$ cat config.mk
export PLATFORM = sky130hd
export DESIGN_NAME = hcache_prefetch
export DESIGN_NICKNAME = d
export VERILOG_FILES = /design/src/rtl/hcp_pkg.sv /design/src/rtl/hcp_delay.sv /design/src/rtl/hcp_deficit.sv /design/src/rtl/hcp_store.sv /design/src/rtl/hcache_prefetch.sv
export SDC_FILE = /design/constraint.sdc
export NUM_CORES = 1
export LEC_CHECK = 0
export ABC_CLOCK_PERIOD_IN_PS = 3210
export BUFFER_PORTS_ARGS = -buffer_cell sky130_fd_sc_hd__buf_2
export CAP_MARGIN = 20
export CORE_ASPECT_RATIO = 0.5
export CORE_MARGIN = 10
export CORE_UTILIZATION = 45
export CTS_CLUSTER_DIAMETER = 150
export DETAILED_ROUTE_END_ITERATION = 7
export HOLD_SLACK_MARGIN = 0.05
export PLACE_DENSITY = 0.64
export SLEW_MARGIN = 0
export SYNTH_ARGS = -nofsm -noshare
export SYNTH_HDL_FRONTEND = slang
export SYNTH_HIERARCHICAL = 1
export SYNTH_SLANG_ARGS = --single-unit
$ cat constraint.sdc
create_clock -name clk -period 3.21 [get_ports clk]
set_clock_uncertainty 0.15 [all_clocks]
set_input_delay 0.642 -clock clk [delete_from_list [all_inputs] [get_ports clk]]
set_output_delay 0.642 -clock clk [all_outputs]
set_load 0.005 [all_outputs]
$ cat src/rtl/hcp_pkg.sv
`timescale 1ns/1ps
package hcp_pkg;
  // Registered outcome of a request leaving the delay line
  typedef enum logic [1:0] {EV_NONE, EV_CELL, EV_DROP} hcp_ev_e;
endpackage

$ cat src/rtl/hcp_delay.sv
`timescale 1ns/1ps
// Fixed-length request delay line; shifts every cycle.
module hcp_delay #(
  parameter int LA = 16,
  parameter int QW = 2
) (
  input  logic          clk,
  input  logic          rst_n,
  input  logic          in_vld,
  input  logic [QW-1:0] in_qid,
  output logic          out_vld,
  output logic [QW-1:0] out_qid
);
  logic [LA-1:0] v_q, v_d;
  logic [QW-1:0] q_q [LA];
  logic [QW-1:0] q_d [LA];

  always_comb begin
    v_d[0] = in_vld;
    q_d[0] = in_qid;
    for (int i = 1; i < LA; i++) begin
      v_d[i] = v_q[i-1];
      q_d[i] = q_q[i-1];
    end
  end

  always_ff @(posedge clk or negedge rst_n) begin
    if (!rst_n) begin
      v_q <= '0;
      for (int i = 0; i < LA; i++) q_q[i] <= '0;
    end else begin
      v_q <= v_d;
      for (int i = 0; i < LA; i++) q_q[i] <= q_d[i];
    end
  end

  assign out_vld = v_q[LA-1];
  assign out_qid = q_q[LA-1];
endmodule

$ cat src/rtl/hcp_deficit.sv
`timescale 1ns/1ps
// Per-queue deficits, fetch command FIFO and paced issue.
module hcp_deficit #(
  parameter int NQ  = 4,
  parameter int BLK = 4,
  parameter int FFD = 8,
  parameter int QW  = 2
) (
  input  logic          clk,
  input  logic          rst_n,
  input  logic          req_vld,
  input  logic [QW-1:0] req_qid,
  input  logic          space_ok,
  output logic          fetch_vld,
  output logic [QW-1:0] fetch_qid
);
  localparam int DFW = $clog2(BLK) + 2;
  localparam int FPW = $clog2(FFD);
  localparam int GW  = $clog2(BLK);

  logic signed [DFW-1:0] def_q [NQ];
  logic signed [DFW-1:0] def_d [NQ];
  logic [QW-1:0]  ff_q [FFD];
  logic [FPW-1:0] wr_q, wr_d, rd_q, rd_d;
  logic [FPW:0]   cnt_q, cnt_d;
  logic [GW-1:0]  gap_q, gap_d;
  logic           fv_d;
  logic [QW-1:0]  fq_d;
  logic           crit, pop;

  always_comb begin
    crit = req_vld && (def_q[req_qid] == '0);
    for (int i = 0; i < NQ; i++) begin
      def_d[i] = def_q[i];
      if (req_vld && req_qid == QW'(i))
        def_d[i] = def_q[i] - DFW'(1) + (crit ? DFW'(BLK) : DFW'(0));
    end
    pop   = (cnt_q != '0) && (gap_q == '0) && space_ok;
    wr_d  = wr_q + FPW'(crit);
    rd_d  = rd_q + FPW'(pop);
    cnt_d = cnt_q + (FPW+1)'(crit) - (FPW+1)'(pop);
    gap_d = pop ? GW'(BLK-1) : ((gap_q != '0) ? gap_q - GW'(1) : gap_q);
    fv_d  = pop;
    fq_d  = ff_q[rd_q];
  end

  always_ff @(posedge clk or negedge rst_n) begin
    if (!rst_n) begin
      for (int i = 0; i < NQ; i++) def_q[i] <= '0;
      wr_q <= '0; rd_q <= '0; cnt_q <= '0; gap_q <= '0;
      fetch_vld <= 1'b0; fetch_qid <= '0;
    end else begin
      for (int i = 0; i < NQ; i++) def_q[i] <= def_d[i];
      wr_q <= wr_d; rd_q <= rd_d; cnt_q <= cnt_d; gap_q <= gap_d;
      fetch_vld <= fv_d; fetch_qid <= fq_d;
    end
  end

  always_ff @(posedge clk) begin
    if (crit) ff_q[wr_q] <= req_qid;
  end
endmodule

$ cat src/rtl/hcp_store.sv
`timescale 1ns/1ps
// Shared head store: per-queue linked lists, free bitmap, space reservation.
module hcp_store
  import hcp_pkg::*;
#(
  parameter int NQ    = 4,
  parameter int BLK   = 4,
  parameter int NCELL = 32,
  parameter int DW    = 8,
  parameter int OUTD  = 4,
  parameter int QW    = 2
) (
  input  logic          clk,
  input  logic          rst_n,
  input  logic          fetch_vld,
  input  logic [QW-1:0] fetch_qid,
  input  logic          fill_vld,
  input  logic [DW-1:0] fill_data,
  input  logic          pop_vld,
  input  logic [QW-1:0] pop_qid,
  output logic          space_ok,
  output logic          cell_vld,
  output logic [QW-1:0] cell_qid,
  output logic [DW-1:0] cell_data,
  output logic          drop_vld,
  output logic [QW-1:0] drop_qid
);
  localparam int CW  = $clog2(NCELL);
  localparam int AW  = CW + 1;
  localparam int OPW = $clog2(OUTD);
  localparam int BW  = $clog2(BLK);

  logic [DW-1:0]    mem [NCELL];
  logic [CW-1:0]    nxt [NCELL];
  logic [NCELL-1:0] used_q, used_d;
  logic [CW-1:0]    hd_q [NQ];
  logic [CW-1:0]    hd_d [NQ];
  logic [CW-1:0]    tl_q [NQ];
  logic [CW-1:0]    tl_d [NQ];
  logic [AW-1:0]    qc_q [NQ];
  logic [AW-1:0]    qc_d [NQ];
  logic [AW-1:0]    avail_q, avail_d;
  logic [QW-1:0]    of_q [OUTD];
  logic [OPW-1:0]   ofw_q, ofw_d, ofr_q, ofr_d;
  logic [BW-1:0]    beat_q, beat_d;
  hcp_ev_e          ev_q, ev_d;
  logic [QW-1:0]    oq_q;
  logic [DW-1:0]    od_q;

  logic [CW-1:0] alloc, phd;
  logic [QW-1:0] fq;
  logic          hit, last_beat, link, pop_i, push_i;

  always_comb begin
    alloc = '0;
    for (int i = NCELL-1; i >= 0; i--)
      if (!used_q[i]) alloc = CW'(i);
  end

  always_comb begin
    fq        = of_q[ofr_q];
    hit       = pop_vld && (qc_q[pop_qid] != '0);
    phd       = hd_q[pop_qid];
    last_beat = fill_vld && (beat_q == BW'(BLK-1));
    link      = fill_vld && !((qc_q[fq] == '0) ||
                (hit && pop_qid == fq && qc_q[fq] == AW'(1)));
    for (int i = 0; i < NQ; i++) begin
      pop_i  = hit && (pop_qid == QW'(i));
      push_i = fill_vld && (fq == QW'(i));
      hd_d[i] = hd_q[i];
      tl_d[i] = tl_q[i];
      if (pop_i) hd_d[i] = nxt[hd_q[i]];
      if (push_i) begin
        tl_d[i] = alloc;
        if (qc_q[i] == '0 || (pop_i && qc_q[i] == AW'(1))) hd_d[i] = alloc;
      end
      qc_d[i] = qc_q[i] + AW'(push_i) - AW'(pop_i);
    end
    used_d = used_q;
    if (hit) used_d[phd] = 1'b0;
    if (fill_vld) used_d[alloc] = 1'b1;
    avail_d = avail_q - (fetch_vld ? AW'(BLK) : AW'(0)) + AW'(hit);
    ofw_d   = ofw_q + OPW'(fetch_vld);
    ofr_d   = ofr_q + OPW'(last_beat);
    beat_d  = fill_vld ? (last_beat ? '0 : beat_q + BW'(1)) : beat_q;
    ev_d    = !pop_vld ? EV_NONE : (hit ? EV_CELL : EV_DROP);
  end

  always_ff @(posedge clk or negedge rst_n) begin
    if (!rst_n) begin
      used_q <= '0;
      for (int i = 0; i < NQ; i++) begin
        hd_q[i] <= '0; tl_q[i] <= '0; qc_q[i] <= '0;
      end
      avail_q <= AW'(NCELL);
      ofw_q <= '0; ofr_q <= '0; beat_q <= '0;
      ev_q <= EV_NONE; oq_q <= '0; od_q <= '0;
    end else begin
      used_q <= used_d;
      for (int i = 0; i < NQ; i++) begin
        hd_q[i] <= hd_d[i]; tl_q[i] <= tl_d[i]; qc_q[i] <= qc_d[i];
      end
      avail_q <= avail_d;
      ofw_q <= ofw_d; ofr_q <= ofr_d; beat_q <= beat_d;
      ev_q <= ev_d; oq_q <= pop_qid; od_q <= mem[phd];
    end
  end

  always_ff @(posedge clk) begin
    if (fill_vld)  mem[alloc] <= fill_data;
    if (link)      nxt[tl_q[fq]] <= alloc;
    if (fetch_vld) of_q[ofw_q] <= fetch_qid;
  end

  assign space_ok  = avail_q >= AW'(BLK);
  assign cell_vld  = (ev_q == EV_CELL);
  assign drop_vld  = (ev_q == EV_DROP);
  assign cell_qid  = oq_q;
  assign drop_qid  = oq_q;
  assign cell_data = od_q;
endmodule

$ cat src/rtl/hcache_prefetch.sv
`timescale 1ns/1ps
module hcache_prefetch #(
  parameter int NQ    = 4,
  parameter int BLK   = 4,
  parameter int LA    = 16,
  parameter int NCELL = 32,
  parameter int DW    = 8,
  parameter int FFD   = 8,
  parameter int OUTD  = 4,
  localparam int QW   = $clog2(NQ)
) (
  input  logic          clk,
  input  logic          rst_n,
  input  logic          req_vld,
  input  logic [QW-1:0] req_qid,
  output logic          fetch_vld,
  output logic [QW-1:0] fetch_qid,
  input  logic          fill_vld,
  input  logic [DW-1:0] fill_data,
  output logic          cell_vld,
  output logic [QW-1:0] cell_qid,
  output logic [DW-1:0] cell_data,
  output logic          drop_vld,
  output logic [QW-1:0] drop_qid
);
  logic          dl_vld, space_ok;
  logic [QW-1:0] dl_qid;

  hcp_delay #(.LA(LA), .QW(QW)) u_dly (
    .clk(clk), .rst_n(rst_n), .in_vld(req_vld), .in_qid(req_qid),
    .out_vld(dl_vld), .out_qid(dl_qid));

  hcp_deficit #(.NQ(NQ), .BLK(BLK), .FFD(FFD), .QW(QW)) u_def (
    .clk(clk), .rst_n(rst_n), .req_vld(req_vld), .req_qid(req_qid),
    .space_ok(space_ok), .fetch_vld(fetch_vld), .fetch_qid(fetch_qid));

  hcp_store #(.NQ(NQ), .BLK(BLK), .NCELL(NCELL), .DW(DW), .OUTD(OUTD), .QW(QW)) u_sto (
    .clk(clk), .rst_n(rst_n), .fetch_vld(fetch_vld), .fetch_qid(fetch_qid),
    .fill_vld(fill_vld), .fill_data(fill_data), .pop_vld(dl_vld), .pop_qid(dl_qid),
    .space_ok(space_ok), .cell_vld(cell_vld), .cell_qid(cell_qid),
    .cell_data(cell_data), .drop_vld(drop_vld), .drop_qid(drop_qid));
endmodule

-- After elaboration in Yosys (flattened, before gate mapping)
Memories as Yosys holds them, arrays and structs flattened. A register that Yosys moved wholly into a read port is not among the register bits.
Index checks and enable logic that the tools add are counted.
- bitwise operators: 6
- reduce and logical (&&, ||, !) cells: 48
- eq/ne operators: 18
- mux-type cells: 80
- shifts and indexed selects: 0
- divide/modulo/power cells: 0
- $lt $le $gt $ge: 8
- add/sub/neg operators: 26
- multiply operators: 0
- operators by type and width (operator ; number):
    5-bit two-way mux ; 48
    32-bit two-way mux ; 2
    32-bit AND ; 1
    32-bit NOT ; 1
    32-bit bitwise OR ; 1
    6-bit by 1-bit adder with 6-bit output ; 5
    6-bit by 1-bit equality test with 1-bit output (second input constant) ; 5
    6-bit zero test ; 5
    1-bit logical AND ; 26
    6-bit binary-select mux with 2-bit select ; 2
    6-bit two-way mux ; 4
    6-bit by 1-bit subtractor with 6-bit output ; 4
    5-bit binary-select mux with 2-bit select ; 2
    4-bit adder ; 4
    2-bit equality test (second input constant) ; 8
    4-bit by 2-bit subtractor with 4-bit output (second input constant) ; 4
    5-bit by 6-bit < comparator with 1-bit output (second input constant) ; 2
    1-bit demux with 5-bit select ; 2
    5-bit by 1-bit greater-or-equal comparator with 1-bit output (second input constant) ; 2
    1-bit two-way mux ; 10
    2-bit two-way mux ; 5
    3-bit greater-or-equal comparator (second input constant) ; 3
    2-bit NOT with 3-bit output ; 3
    4-bit binary-select mux with 2-bit select ; 1
    19 further kinds ; 36
- memory bits (writable): 440
- register bits after elaboration: 189
- logic and storage cells: 235
- output and inout bits: 17
- memories: 4
- bits in latches: 0
- bits in read-only memories: 0
- memory list (memory ; depth ; width ; rd ports ; clocked after memory_dff ; wr ports ; RTL line ; source):
    u_sto.mem ; 32 ; 8 ; 1 ; 1 ; 1 ; hcp_store.sv:33 ; logic [DW-1:0] mem [NCELL];
    u_sto.nxt ; 32 ; 5 ; 4 ; 0 ; 1 ; hcp_store.sv:34 ; logic [CW-1:0] nxt [NCELL];
    u_def.ff_q ; 8 ; 2 ; 1 ; 1 ; 1 ; hcp_deficit.sv:23 ; logic [QW-1:0] ff_q [FFD];
    u_sto.of_q ; 4 ; 2 ; 1 ; 0 ; 1 ; hcp_store.sv:43 ; logic [QW-1:0] of_q [OUTD];

-- Logic depth before layout (Yosys ltp)
Gate-level depths: netlist of run 1.
- depth after elaboration: 38
- gate-level depth with buffers: 16
- depth with buffers taken out: 14

-- Hierarchy
Netlist of run 1, hierarchy kept.
- modules (own cells, without submodules) (module ; cells each ; times used ; area each (µm²) ; seq. area each (µm²)):
    hcp_store ; 1853 ; 1 ; 27104.7 ; 15736.3
    hcp_deficit ; 170 ; 1 ; 2270.9 ; 1256.2
    hcp_delay ; 48 ; 1 ; 1201.2 ; 1201.2

-- Least setup slack after synthesis of run 1
OpenSTA, ideal clock, no wires.
- path type: reg-to-reg
- start: register u_sto/qc_q[19] (netlist name)
- end: register u_sto/qc_q[22] (netlist name)
- arrival: 2.913 ns
- required time: 2.938 ns
- buffers on the path: 0
- path slack: 0.025 ns
- setup time: 0.122 ns
- cell stages (with the launch flop): 14
- clock period less this slack: 3.185 ns
- path through: dfrtp_1 > or3_1 > o41ai_1 > clkinv_1 > ha_1 > inv_1 > ha_1 > inv_1 > fa_1 > inv_1 > a21oi_1 > nor2_1 > nor2_1 > xnor2_1
- RTL lines (item ; RTL line ; source):
    from (decl) ; hcp_store.sv:40 ; logic [AW-1:0] qc_q [NQ];
    from (signal, indexed assignment) ; hcp_store.sv:101 ; hd_q[i] <= hd_d[i]; tl_q[i] <= tl_d[i]; qc_q[i] <= qc_d[i];

-- Final worst setup path of run 1
- start: register u_sto/qc_q[7] (netlist name)
- end: memory u_sto/nxt[25][2] (netlist name) (enable)
- longest elaborated chain between the ends: 12
- RTL lines (item ; RTL line ; source):
    6-bit binary-select mux with 2-bit select ; hcp_store.sv:62 ; hit = pop_vld && (qc_q[pop_qid] != '0);
    6-bit two-way mux (implied by the code) (2 in a row) ; hcp_store.sv:62 ;
    6-bit nonzero test ; hcp_store.sv:62 ;
    1-bit logical AND ; hcp_store.sv:62 ;
    1-bit logical AND (2 in a row) ; hcp_store.sv:66 ; (hit && pop_qid == fq && qc_q[fq] == AW'(1)));
    1-bit logical OR * ; hcp_store.sv:65 ; link = fill_vld && !((qc_q[fq] == '0) ||
    1-bit zero test * ; hcp_store.sv:65 ;
    1-bit logical AND * ; hcp_store.sv:65 ;
    1-bit two-way mux * ; hcp_store.sv:111 ; if (link) nxt[tl_q[fq]] <= alloc;
    1-bit two-way mux (implied by the code) * ; hcp_store.sv:111 ;
    to (decl) ; hcp_store.sv:34 ;
Every way passes the cells marked *; elsewhere a longest branch is shown, timed or not. The select of a mux whose other input is x is not followed.

==> qor.yml, run 1 <==
outcome:
  status: "finished, final reports clean"
clock_tree:
  cts_buffer_depth: 3
  cts-root-buf: "clkbuf_16"
  cts_sinks: 639
  clkTransAtPathRegs_ns: 0.07
  cts_htree_levels: 2
  clock_latency_ns: 0.65
  tritoncts: "built"
  cts_buffers: 57
yosys:
  synth_nets: 2157
  synth_top_area_cell: "edfxtp_1"
  synthTopCellsByCount: "edfxtp_1 (440), nand2_1 (213), mux4_2 (203)"
  synth_seq_cells: 639
  syn_avg_cell_area_um2: 14.76
  post_synth_num_cell_types: 65
  synth_edf_count: 440
  synthTopCellsByArea: "edfxtp_1 (43%), dfrtp_1 (16%), mux4_2 (15%), mux2i_1 (4.4%), nand2_1 (2.6%)"
  netlist_instances: 2071
  synth_most_common_cell: "edfxtp_1"
  ys_seq_area_share_pct: 59.50
  synth-main-ff-cell: "edfxtp_1"
  ys_warn_count: 6
  synth_area_mm2: 0.03058
  async_flop_share_pct: 31.14
  netlist.area_leader.share_pct: 43.21
critical_path:
  path_class: "flop to flop"
  worstPathRequired_ns: 3.34
  crit_arrival_ns: 3.25
  cp-end-kind: "flop"
  cp-start-kind: "flop"
  cp_max_fo: 16
  r2r.worst_path.cells: 9
sta:
  setup_viol: 0
  worst_slew_pin_slew_ns: 1.025
  finalCritPeriodShare_pct: 97.45
  max_freq_ghz: 0.3197
  relSlewSlack_pct: 31.61
  finalMaxSlewViolations: 0
  rsz0062_at_grt: "true"
  hold_viol: 0
  hold-worst-slack_ns: 0.1818
  period_minus_slack_ns: 3.128
  setup_ws_ns: 0.08176
placed_design:
  hpwl_um: 53480
  io_buffers: 30
  dp_cells: 3092
  place_congestion: 0.9013
  pre_cts_ws_ns: -0.09291
  postPlaceCellArea_mm2: 0.03328
floorplan:
  dieHeight_um: 204.3
  io_pins: 31
  die_area_mm2: 0.07941
  core_mm2: 0.06715
  die_w_um: 388.6
  initial_utilization_pct: 45.54
  num_rows: 67
routing:
  routedWlPerCell_um: 25.09
  via_per_inst: 6.070
  drc_errors: 0
  drt-initial-drc-count: 2003
  wl_um: 80420
  dr.pass1.iters: 5
  ant_nets: 0
  via_count: 19450
global_route:
  grt_pass1_wl_um: 121600
  grt_use_total_pct: 19.96
  met3_usage_pct: 4.968
  grt_use_met2_pct: 31.52
  grt_max_degree: 67
  busiest_layer: "met2"
  grt_pass1_vias: 19210
  antenna_found_initial: 0
  grt-ovfl-total: 0
  grtUsageMet1_pct: 27.22
final_layout:
  nNetsFinal: 2345
  finalCoreUtilization_pct: 52.75
  syn2layout_area_growth_pct: 15.84
  final_area_mm2: 0.03542
  drive_above_1_share_pct: 26.34
  diodes: 0
  nFillCells: 5394
  fin_cells: 3205
power:
  leakage_nw: 13.39
  power.density_mw_per_mm2: 998.0
  irDropWorstVdd_mv: 0.8251
flow_run:
  drv_cap: 0
worst_hold_path:
  holdCritPathClass: "flop to flop"
  worstHoldPathCells: 0
## state kept, by name, summed over array words and instances, names as in the netlist, 4 cells and up
register	cells
u_dly/v_q	16
u_def/cnt_q	4
u_def/def_q	16
u_sto/mem	256
u_sto/tl_q	20
u_sto/qc_q	24
u_sto/avail_q	6
u_sto/used_q	32
u_sto/cell_data	8
u_sto/of_q	8
u_sto/hd_q	20
u_sto/nxt	160
u_dly/q_d	30
u_def/ff_q	16
## report_power, final
group / internal [mW] / switching, mW
registers: 10.8 / 1.04
logic: 6.92 / 9.46
clock network: 3.95 / 3.18
total: 21.7 / 13.7
## stage by stage
step           setup TNS [ns]  power (mW)
6_report                    0       35.35
2_1_floorplan               0       21.97
5_1_grt             -0.005422       37.11
3_5_place_dp          -0.1461       28.03
3_3_place_gp          -0.2158       27.76
4_1_cts                     0       35.21
## final cells by class
type / instances / area, um2 / area share (%)
clock inverter: 29 / 276.5 / 0.7806
multi-input combinational: 1221 / 11690 / 33.00
clock buffer: 79 / 1685 / 4.758
tap: 897 / 1122 / 3.168
timing repair buffer: 252 / 2110 / 5.955
inverter: 88 / 334.1 / 0.9431
sequential: 639 / 18200 / 51.39
## final timing paths
kind / start / endpoint / slack (ns)
setup / recovery: u_sto/qc_q[7] / u_sto/nxt[25][2] / 0.08
hold / removal: u_dly/q_d[7] / u_dly/q_d[5] / 0.18
setup reg to reg: u_sto/qc_q[7] / u_sto/nxt[25][2] / 0.08
hold reg to reg: u_dly/q_d[7] / u_dly/q_d[5] / 0.18
max in group asynchronous: rst_n / u_def/gap_q[1] / 1.67
min in group asynchronous: rst_n / u_def/def_q[14] / 0.38
## per-layer routing
| layer | share of wire [%] | wire, um | up-vias |
|---|---|---|---|
| li1 | - | - | 8426 |
| met1 | 41 | 32750 | 9915 |
| met2 | 47 | 37470 | 970 |
| met3 | 9.9 | 7954 | 142 |
| met4 | 2.8 | 2241 | 0 |
| met5 | 0 | 0 | - |
## worst max-delay path: stages, from the launching register on
cell and delay (ns):
dfrtp_1 0.38, or4_4 0.54, nor4_1 0.19, buf_4 0.16
a211oi_1 0.06, o211ai_2 0.24, a221oi_4 0.10, buf_12 0.17
buf_4 0.18, and4b_1 0.59
## layout by cell type, fill, tap and decap left out, types with 7 or more instances in the layout
master / n
a211oi_1: 10
a21o_1: 8
a21oi_1: 18
a32oi_1: 32
and3_1: 12
buf_12: 22
buf_2: 29
buf_4: 196
clkbuf_1: 10
clkbuf_16: 62
clkbuf_8: 7
clkinv_2: 17
dfrtp_1: 190
dfrtp_2: 8
edfxtp_1: 440
fa_1: 9
ha_1: 63
inv_1: 84
mux2_2: 13
mux2i_1: 133
mux4_2: 203
nand2_1: 213
nand2b_1: 8
nand3_1: 86
nand4_1: 17
nor2_1: 44
nor2b_1: 18
nor3_1: 48
nor3_2: 15
o211ai_1: 16
o21a_1: 7
o21ai_0: 87
o31ai_1: 23
o41ai_1: 8
or4_1: 7
xnor2_1: 19
xor2_1: 22
## logic make-up after synthesis
| family | Yosys count | share of synthesized area (%) |
|---|---|---|
| buffers and inverters | 211 | 2.836 |
| AND/OR/NAND/NOR | 510 | 7.906 |
| AO/OA/AOI/OAI | 246 | 5.512 |
| multiplexers | 352 | 19.90 |
| flip-flops | 639 | 59.50 |
| XOR/XNOR | 41 | 1.174 |
| adder cells (fa/ha/maj) | 72 | 3.167 |
## repair_timing
item	in CTS	in global routing
pin swaps	0	1
cloned	0	0
buffers inserted	0	1
gates resized for setup	2	24
endpoints found under the hold margin	60	0
endpoints found under the setup margin	4	144
hold buffers	3	0
(Power assumes the default switching activity.)
==> run 2, diff against run 1 <==
--- a/config.mk
+++ b/config.mk
@@ -5,16 +5,18 @@
 export SDC_FILE = /design/constraint.sdc
 export NUM_CORES = 1
 export LEC_CHECK = 0
-export ABC_CLOCK_PERIOD_IN_PS = 3210
-export BUFFER_PORTS_ARGS = -buffer_cell sky130_fd_sc_hd__buf_2
+export ABC_CLOCK_PERIOD_IN_PS = 3900
+export BUFFER_PORTS_ARGS = -buffer_cell sky130_fd_sc_hd__buf_4
 export CAP_MARGIN = 20
+export CELL_PAD_IN_SITES_DETAIL_PLACEMENT = 0
+export CELL_PAD_IN_SITES_GLOBAL_PLACEMENT = 1
 export CORE_ASPECT_RATIO = 0.5
 export CORE_MARGIN = 10
 export CORE_UTILIZATION = 45
 export CTS_CLUSTER_DIAMETER = 150
 export DETAILED_ROUTE_END_ITERATION = 7
 export HOLD_SLACK_MARGIN = 0.05
-export PLACE_DENSITY = 0.64
+export PLACE_DENSITY = 0.7
 export SLEW_MARGIN = 0
 export SYNTH_ARGS = -nofsm -noshare
 export SYNTH_HDL_FRONTEND = slang
==> constraint.sdc (replaced) <==
create_clock -name clk -period 3.9 [get_ports clk]
set_clock_uncertainty 0.15 [all_clocks]
set_input_delay 0.78 -clock clk [delete_from_list [all_inputs] [get_ports clk]]
set_output_delay 0.78 -clock clk [all_outputs]
set_load 0.005 [all_outputs]
==> run 2 against run 1 <==
  * Power down 19%
  * Wire length about the same
  * Critical path depth unchanged
  * Final cell count down 2.7%
  * Sequential power down 18%
  * Design area down 2.4%
  * Largest power group unchanged
==> qor.yml, run 2 (same netlist as run 1, synthesis figures left out) <==
final_layout:
  drive_above_1_share_pct: 22.37  # -4.0 points
  fin_cells: 3119  # -2.7%
  diodes: 0  # unchanged
  syn2layout_area_growth_pct: 13.09
  layout_common_cells: "edfxtp_1 (440), nand2_1 (213), mux4_2 (203)"
  largest-register: "u_sto/mem"
  nFillCells: 5593  # +3.7%
  final_area_mm2: 0.03458  # -2.4%
  largest_reg_flops: 256  # unchanged
  nNetsFinal: 2259  # -3.7%
  finalCoreUtilization_pct: 51.50  # -1.3 points
  final_common_cell: "edfxtp_1"
clock_tree:
  cts.repair.resized: 0  # -2
  cts_htree_levels: 2  # unchanged
  cts-root-buf: "clkbuf_16"
  cts_buffers: 57  # unchanged
  tritoncts: "built"
  cts_sinks: 639  # unchanged
  cts_hold_buf: 1  # -2
  post_cts_buffers: 0  # unchanged
  cts_buffer_depth: 3  # unchanged
  clkTransAtPathRegs_ns: 0.07  # about the same
  clock_latency_ns: 0.67  # +0.02 ns
routing:
  ant_nets: 0  # unchanged
  routedWlPerCell_um: 25.78  # +2.7%
  dr.pass1.iters: 5  # unchanged
  via_count: 18820  # -3.2%
  drt-initial-drc-count: 1968  # -1.7%
  via_per_inst: 6.035  # -0.58%
  drc_errors: 0  # unchanged
  wl_um: 80400  # about the same
power:
  irDropWorstVdd_mv: 0.4938  # -40%
  power.density_mw_per_mm2: 824.8  # -17%
  leakage_nw: 12.91  # -3.6%
  finalPower_mw: 28.52  # -19%
outcome:
  status: "finished, final reports clean"
global_route:
  grt-ovfl-total: 0  # unchanged
  grt_pass1_wl_um: 121300  # -0.28%
  antenna_found_initial: 0  # unchanged
  grt_pass1_vias: 18860  # -1.8%
  grt_use_total_pct: 20.16  # +0.20 points
  grt_max_degree: 90  # +34%
flow_run:
  drv_cap: 0  # unchanged
critical_path:
  cp-start-kind: "flop"
  r2r-start: "u_sto/ofr_q[0]"
  cp-startpoint: "u_sto/ofr_q[0]"
  crit_arrival_ns: 3.72  # +0.47 ns
  path_class: "flop to flop"
  cp_max_fo: 15  # -1
  worstPathRequired_ns: 4.06  # +0.72 ns
  r2r_slack_ns: 0.33  # +0.25 ns
  r2r.worst_path.cells: 9  # unchanged
  r2r_end: "u_sto/nxt[25][4]"
  cp-end-kind: "flop"
placed_design:
  postPlaceCellArea_mm2: 0.03259  # -2.1%
  pre_cts_ws_ns: 0.3740  # +0.4669 ns
  place_congestion: 0.8702  # -3.5%
  dp_cells: 3010  # -2.7%
  io_buffers: 30  # unchanged
  hpwl_um: 51630  # -3.5%
floorplan:
  num_rows: 67  # unchanged
  die_area_mm2: 0.07941  # unchanged
  initial_utilization_pct: 45.54  # unchanged
  core_mm2: 0.06715  # unchanged
  die_w_um: 388.6  # unchanged
  io_pins: 31  # unchanged
  dieHeight_um: 204.3  # unchanged
sta:
  worst_slew_pin_slew_ns: 1.016  # -0.008247 ns
  finalMaxSlewViolations: 0  # unchanged
  finalCritPeriodShare_pct: 91.47  # -6.0 points
  setup_viol: 0  # unchanged
  hold-worst-slack_ns: 0.1656  # -0.01622 ns
  rsz0062_at_grt: "false"
  fin_setup_tns_ns: 0  # unchanged
  max_freq_ghz: 0.2803  # -12%
  hold_viol: 0  # unchanged
  relSlewSlack_pct: 31.71  # +0.10 points
  setup_ws_ns: 0.3327  # +0.2509 ns
  period_minus_slack_ns: 3.567  # +0.4391 ns
worst_hold_path:
  worstHoldPathCells: 1  # +1
  holdCritPathClass: "input pin to flop"
  min_to: "u_dly/v_q[0]"
  min_from: "req_vld"
[run 2: cell count changes in the layout (fill, tap and decap cells not counted), sizes merged]
cell	change
inv	-1
bufinv	+4
dlygate4sd3	-2
clkbuf	-4
buf	-83
[run 2: where the power goes]
part | switching [mW] | internal (mW)
Sequential | 0.822 | 8.89
Combinational | 7.61 | 5.20
Clock | 2.63 | 3.36
[run 2: area by class of cell]
| cell class | instances | area [um2] | share of cell area, % |
|---|---|---|---|
| clock buffer | 76 | 1598 | 4.621 |
| sequential | 639 | 18200 | 52.65 |
| tap | 897 | 1122 | 3.246 |
| multi-input combinational | 1221 | 11560 | 33.43 |
| clock inverter | 32 | 382.9 | 1.107 |
| timing repair buffer | 166 | 1381 | 3.995 |
| inverter | 88 | 330.3 | 0.9553 |
[run 2: how the worst max path moves through the flow]
stage,to,slack [ns],cells past startpoint
after floorplan,u_sto/qc_q[22],0.71,13
after global placement,u_sto/nxt[25][0],0.40,9
after detailed placement,u_sto/nxt[25][0],0.37,9
after CTS,u_sto/nxt[25][4],0.33,9
after global routing,u_sto/nxt[25][4],0.21,9
final,u_sto/nxt[25][4],0.33,9
[run 2: routing by layer]
layer,GRT usage [%],up-vias,wire (um)
met3,4.984,178,7006
met1,27.51,9571,34120
li1,-,8254,-
met2,31.46,819,36420
met5,0,-,0
met4,6.949,0,2858
[run 2: critical path: stages, from the launching register on]
cell and delay [ns]:
dfrtp_1 0.43, mux4_2 0.62, buf_4 0.26, mux2_4 0.31, nand2_1 0.08, o21ai_2 0.07, a221oi_4 0.46, buf_4 0.29
buf_4 0.17, and4b_1 0.38
